$ cat src/rtl/dma_xfer_pkg.sv
package dma_xfer_pkg;
  typedef struct packed {
    logic dec;
    logic autoinit;
  } xfer_mode_t;

  typedef enum logic {
    CHAN_BYTE = 1'b0,
    CHAN_WORD = 1'b1
  } chan_kind_t;
endpackage

$ cat src/rtl/dma_addr_unit.sv
module dma_addr_unit
  import dma_xfer_pkg::*;
#(
  parameter int OFS_W = 16
) (
  input  logic             clk,
  input  logic             rst,
  input  logic             wr,
  input  logic [OFS_W-1:0] wdata,
  input  logic             reload,
  input  logic             step,
  input  xfer_mode_t       mode,
  output logic [OFS_W-1:0] cur_o
);
  localparam logic [OFS_W-1:0] ONE = {{(OFS_W-1){1'b0}}, 1'b1};

  logic [OFS_W-1:0] base_q;
  logic [OFS_W-1:0] cur_q;

  // offset wraps inside its page; no carry leaves this counter
  always_ff @(posedge clk) begin
    if (rst) begin
      base_q <= '0;
      cur_q  <= '0;
    end else if (wr) begin
      base_q <= wdata;
      cur_q  <= wdata;
    end else if (reload) begin
      cur_q  <= base_q;
    end else if (step) begin
      cur_q  <= mode.dec ? cur_q - ONE : cur_q + ONE;
    end
  end

  assign cur_o = cur_q;
endmodule

$ cat src/rtl/dma_count_unit.sv
module dma_count_unit #(
  parameter int OFS_W = 16
) (
  input  logic             clk,
  input  logic             rst,
  input  logic             wr,
  input  logic [OFS_W-1:0] wdata,
  input  logic             reload,
  input  logic             step,
  output logic [OFS_W-1:0] cur_o,
  output logic [OFS_W-1:0] base_o,
  output logic             zero_o,
  output logic [OFS_W-1:0] residue_o
);
  localparam logic [OFS_W-1:0] ONE = {{(OFS_W-1){1'b0}}, 1'b1};

  logic [OFS_W-1:0] base_q;
  logic [OFS_W-1:0] cur_q;

  always_ff @(posedge clk) begin
    if (rst) begin
      base_q <= '0;
      cur_q  <= '0;
    end else if (wr) begin
      base_q <= wdata;
      cur_q  <= wdata;
    end else if (reload) begin
      cur_q  <= base_q;
    end else if (step) begin
      cur_q  <= cur_q - ONE;
    end
  end

  assign cur_o     = cur_q;
  assign base_o    = base_q;
  assign zero_o    = (cur_q == '0);
  assign residue_o = cur_q + ONE;
endmodule

$ cat src/rtl/dma_phys_map.sv
module dma_phys_map #(
  parameter int PAGE_W = 8,
  parameter int OFS_W  = 16
) (
  input  logic [PAGE_W-1:0]       page,
  input  logic [OFS_W-1:0]        ofs,
  input  logic                    word,
  input  logic [OFS_W-1:0]        residue,
  output logic [PAGE_W+OFS_W-1:0] phys,
  output logic [OFS_W:0]          residue_bytes
);
  localparam int PHYS_W = PAGE_W + OFS_W;

  logic [PHYS_W-1:0] byte_addr;
  logic [PHYS_W-1:0] word_addr;

  assign byte_addr = {page, ofs};

  generate
    if (PAGE_W > 1) begin : g_wide_page
      assign word_addr = {page[PAGE_W-1:1], ofs, 1'b0};
    end else begin : g_narrow_page
      assign word_addr = {ofs, 1'b0};
    end
  endgenerate

  assign phys          = word ? word_addr : byte_addr;
  assign residue_bytes = word ? {residue, 1'b0} : {1'b0, residue};
endmodule

$ cat src/rtl/dma_xfer_engine.sv
module dma_xfer_engine
  import dma_xfer_pkg::*;
#(
  parameter int PAGE_W = 8,
  parameter int OFS_W  = 16
) (
  input  logic                    clk,
  input  logic                    rst,
  input  logic                    wr_addr_i,
  input  logic                    wr_count_i,
  input  logic                    wr_page_i,
  input  logic [OFS_W-1:0]        wdata_i,
  input  logic [PAGE_W-1:0]       page_i,
  input  logic                    mode_dec_i,
  input  logic                    mode_auto_i,
  input  logic                    word_chan_i,
  input  logic                    arm_i,
  input  logic                    step_i,
  output logic [PAGE_W+OFS_W-1:0] phys_addr_o,
  output logic                    tc_o,
  output logic [OFS_W-1:0]        residue_o,
  output logic [OFS_W:0]          residue_bytes_o,
  output logic                    masked_o
);
  localparam int PHYS_W = PAGE_W + OFS_W;
  localparam logic [OFS_W-1:0] RES_RST = {{(OFS_W-1){1'b0}}, 1'b1};

  xfer_mode_t       mode;
  chan_kind_t       kind_q;
  logic             word_q;
  logic [PAGE_W-1:0] page_q;
  logic             mask_q;
  logic             pend_q;
  logic             tc_q;
  logic             step_go;
  logic             tc_hit;
  logic [OFS_W-1:0] ofs_cur;
  logic [OFS_W-1:0] cnt_cur;
  logic [OFS_W-1:0] cnt_base;
  logic             cnt_zero;
  logic [OFS_W-1:0] res_w;
  logic [PHYS_W-1:0] phys_w;
  logic [OFS_W:0]   resb_w;

  logic [PHYS_W-1:0] phys_q;
  logic [OFS_W-1:0]  res_q;
  logic [OFS_W:0]    resb_q;
  logic              tc_out_q;
  logic              mask_out_q;

  assign mode    = '{dec: mode_dec_i, autoinit: mode_auto_i};
  assign step_go = step_i && !mask_q && !pend_q && !wr_addr_i && !wr_count_i;
  assign tc_hit  = step_go && cnt_zero;
  assign word_q  = (kind_q == CHAN_WORD);

  dma_addr_unit #(.OFS_W(OFS_W)) addr_u (
    .clk    (clk),
    .rst    (rst),
    .wr     (wr_addr_i),
    .wdata  (wdata_i),
    .reload (pend_q),
    .step   (step_go),
    .mode   (mode),
    .cur_o  (ofs_cur)
  );

  dma_count_unit #(.OFS_W(OFS_W)) cnt_u (
    .clk       (clk),
    .rst       (rst),
    .wr        (wr_count_i),
    .wdata     (wdata_i),
    .reload    (pend_q),
    .step      (step_go),
    .cur_o     (cnt_cur),
    .base_o    (cnt_base),
    .zero_o    (cnt_zero),
    .residue_o (res_w)
  );

  // channel control: page, channel kind, mask, pending reload
  always_ff @(posedge clk) begin
    if (rst) begin
      page_q <= '0;
      kind_q <= CHAN_BYTE;
      mask_q <= 1'b1;
      pend_q <= 1'b0;
      tc_q   <= 1'b0;
    end else begin
      if (wr_page_i) page_q <= page_i;
      kind_q <= word_chan_i ? CHAN_WORD : CHAN_BYTE;
      tc_q   <= tc_hit;
      pend_q <= tc_hit && mode.autoinit;
      if (tc_hit && !mode.autoinit) mask_q <= 1'b1;
      else if (arm_i)               mask_q <= 1'b0;
    end
  end

  dma_phys_map #(.PAGE_W(PAGE_W), .OFS_W(OFS_W)) map_u (
    .page          (page_q),
    .ofs           (ofs_cur),
    .word          (word_q),
    .residue       (res_w),
    .phys          (phys_w),
    .residue_bytes (resb_w)
  );

  // output register stage
  always_ff @(posedge clk) begin
    if (rst) begin
      phys_q     <= '0;
      res_q      <= RES_RST;
      resb_q     <= {1'b0, RES_RST};
      tc_out_q   <= 1'b0;
      mask_out_q <= 1'b1;
    end else begin
      phys_q     <= phys_w;
      res_q      <= res_w;
      resb_q     <= resb_w;
      tc_out_q   <= tc_q;
      mask_out_q <= mask_q;
    end
  end

  assign phys_addr_o     = phys_q;
  assign residue_o       = res_q;
  assign residue_bytes_o = resb_q;
  assign tc_o            = tc_out_q;
  assign masked_o        = mask_out_q;
endmodule

$ cat config.mk
export PLATFORM = sky130hd
export DESIGN_NAME = dma_xfer_engine
export DESIGN_NICKNAME = d
export VERILOG_FILES = /design/src/rtl/dma_xfer_pkg.sv /design/src/rtl/dma_addr_unit.sv /design/src/rtl/dma_count_unit.sv /design/src/rtl/dma_phys_map.sv /design/src/rtl/dma_xfer_engine.sv
export SDC_FILE = /design/constraint.sdc
export NUM_CORES = 1
export LEC_CHECK = 0
export CORE_ASPECT_RATIO = 1.1
export CORE_UTILIZATION = 43
export DETAILED_ROUTE_END_ITERATION = 10
export DONT_BUFFER_PORTS = 1
export SLEW_MARGIN = 20
export SYNTH_ARGS = -nofsm -noshare
export SYNTH_HDL_FRONTEND = slang
export SYNTH_SLANG_ARGS = --single-unit
$ cat constraint.sdc
create_clock -name clk -period 2.1 [get_ports clk]
set_input_delay 0.42 -clock clk [delete_from_list [all_inputs] [get_ports clk]]
set_output_delay 0.42 -clock clk [all_outputs]
set_load 0.05 [all_outputs]
==> flow_summary.yaml <==
clock_network:
  cts_tree: "built"
  clk_latency_ps: 420
  clockBufferDepth: 2
  numCtsBuffers: 17
  cts-root-buf: "clkbuf_16"
  numClockSinks: 135
  cts.htree.levels: 4
  clkTransAtPathRegs_ps: 60
logic_synthesis:
  synth_cells: 747
  synthMostInstantiatedCell: "dfxtp_1"
  ys_top_cells_by_count: "dfxtp_1, nor2_1, a21oi_1"
  synth_edf_count: 0
  synth_flop_cell: "dfxtp_1"
  synth.distinct_cells: 55
  synth.yosys.seq_area_share_pct: 41.95
  yosys.area.top_type: "dfxtp_1"
  syn-num-nets: 799
  ys_ff_latch: 135
  synth_top_cell_area_share_pct: 41.95
  postSynth.asyncResetShare_pct: 0
  yosysWarningCount: 0
  synth.cell_area_sq_um: 6442
  syn_avg_cell_area_sq_um: 8.624
  synth.area.top_cells: "dfxtp_1, mux2i_1, nor2_1"
drt:
  vias_per_cell: 5.476
  drtIter0Drc: 339
  drcViolationCount: 0
  routed-via-count: 5202
  drt-total-wl_mm: 15.26
  routedWlPerCell_um: 16.06
  ant_nets: 0
  dr.pass1.iters: 4
setup_path:
  r2r_start: "addr_u.cur_o[13]"
  r2r_slack_ps: 50
  crit_fanout: 5
  crit_arrival_ps: 2360
  end_kind: "flop"
  r2r_cells: 7
  required_ps: 2410
  reg2reg_to: "addr_u.cur_o[14]"
  start_kind: "flop"
  path_class: "reg -> reg"
power:
  power.leakage_nw: 2.933
  ir_drop_mv: 0.4789
  power.density_nw_per_um2: 981.8
  finalPower_mw: 7.288
timing:
  worstMarginPinSlew_ps: 583.1
  max_freq_mhz: 487.3
  whs_ps: 78.98
  setup_viol_count_final: 0
  drv_slew: 0
  relSlewSlack_pct: 61.13
  fin_crit_ps: 2052
  post-route-period-util_pct: 97.73
  hold_viol_final: 0
  setup_slack_ps: 47.77
  finalClockSkew_ps: 8.218
  fin_setup_tns_ps: 0
finish:
  antenna_cells: 0
  syn_to_final_growth_pct: 15.23
  final_area_sq_um: 7423
  drive_gt1_share_pct: 11.87
  finalNetCount: 797
hold_path:
  hold_path_startpoint: "rst"
  whs_endpoint: "kind_q"
  whs_path_depth: 1
  hp-class: "in -> reg"
grt:
  grt_pass1_wl_mm: 24.39
  grt_antenna_before_repair: 0
  grt_pass1_vias: 4915
  grt_usage_pct: 20.05
  overflow: 0
  grt_max_degree: 134
placement:
  gp_congestion: 0.8452
  dp_slack_ps: -13.59
  port_buffers: 0
  dpl.hpwl_mm: 10.49
  place_area_sq_um: 6730
floorplan:
  die_w_um: 118.7
  core-area_sq_um: 14500
  die-area_sq_um: 15480
  die_h_um: 130.4
  initial_core_util_pct: 44.42
  ios: 93
  rows: 46
run:
  drv_cap: 0
run_status:
  outcome: "complete, no violations"
-- metal layers --
metal  GRT usage, %  share of wire, %  wire (um)
met1          23.56                43       6590
met2          33.64                48       7385
met3          5.078               5.5        842
met4          11.39               2.9        439
met5              0                 0          0
-- flip-flops by register name, indices dropped and copies added, names as in the netlist, 8 cells and up --
register	flops
phys_addr_o	24
residue_bytes_o	17
addr_u.base_q	16
addr_u.cur_o	16
cnt_u.base_o	16
cnt_u.cur_o	16
residue_o	16
page_q	8
-- worst max-delay path by stage --
stage	start	to	slack [ps]	cells past startpoint
after floorplan	cnt_u.cur_o[0]	cnt_u.cur_o[12]	9	9
after global placement	mode_dec_i	addr_u.cur_o[15]	40	8
after detailed placement	mode_dec_i	addr_u.cur_o[7]	-10	8
after CTS	addr_u.cur_o[4]	addr_u.cur_o[7]	20	8
after global routing	addr_u.cur_o[0]	addr_u.cur_o[8]	-10	7
final	addr_u.cur_o[13]	addr_u.cur_o[14]	50	7
-- cell usage in the layout (no fill, tap or decap), types with 6 or more instances in the layout --
cell type	count
nor3b_1	6
dfxtp_2	6
nand2_1	52
o21ai_0	27
dfxtp_1	129
a21oi_1	58
clkbuf_16	17
o21bai_1	7
mux2i_1	52
nand4_1	8
o211ai_1	9
nand3_1	10
ha_1	14
nand2b_1	12
inv_1	18
nor2b_1	25
xor2_1	17
xnor2_1	21
nor3_1	14
nor2_1	114
buf_4	31
a211oi_1	17
-- worst max-delay path, stage by stage, from the launching register on --
cell and delay [ps]:
dfxtp_1 370, ha_1 270, or2_2 330, a2111oi_0 520
a211o_1 160, a21oi_1 50, xnor2_1 160, a21oi_1 80
-- report_power, final --
group          switching, mW  internal, mW
Sequential             0.377          2.74
Clock                   1.10          2.13
Combinational          0.472         0.470
Total                   1.95          5.34
-- stage by stage --
step / cells / utilization, %
CTS: 950 / 50.85
global route: 950 / 51.18
finish: 950 / 51.18
global placement: 918 / 46.40
floorplan: 747 / -
detailed placement: 918 / 46.40
-- repair_timing --
item                       4_1_cts  5_1_grt
buffers inserted                 0        0
hold buffers                     0        0
gates resized for setup          0       15
setup endpoints to repair        0       10
-- area by class of cell --
class,instances,area (sq um)
Fill cell,1393,7081
Tap cell,192,240.2
Clock buffer,19,442.9
Multi-Input combinational cell,539,3483
Inverter,19,71.32
Sequential cell,135,2710
Timing Repair Buffer,33,272.8
Clock inverter,13,202.7
-- cells by family (layout without fill, tap and decap cells) --
group	after synthesis	after routing	share of synthesized area [%]
compound gates	159	159	15.48
xor+xnor	38	38	5.166
fa+ha+maj	18	18	3.612
buf+inv	73	84	4.758
flops	135	135	41.95
mux	56	56	8.778
simple gates	268	268	20.26
(Power assumes the default switching activity.)
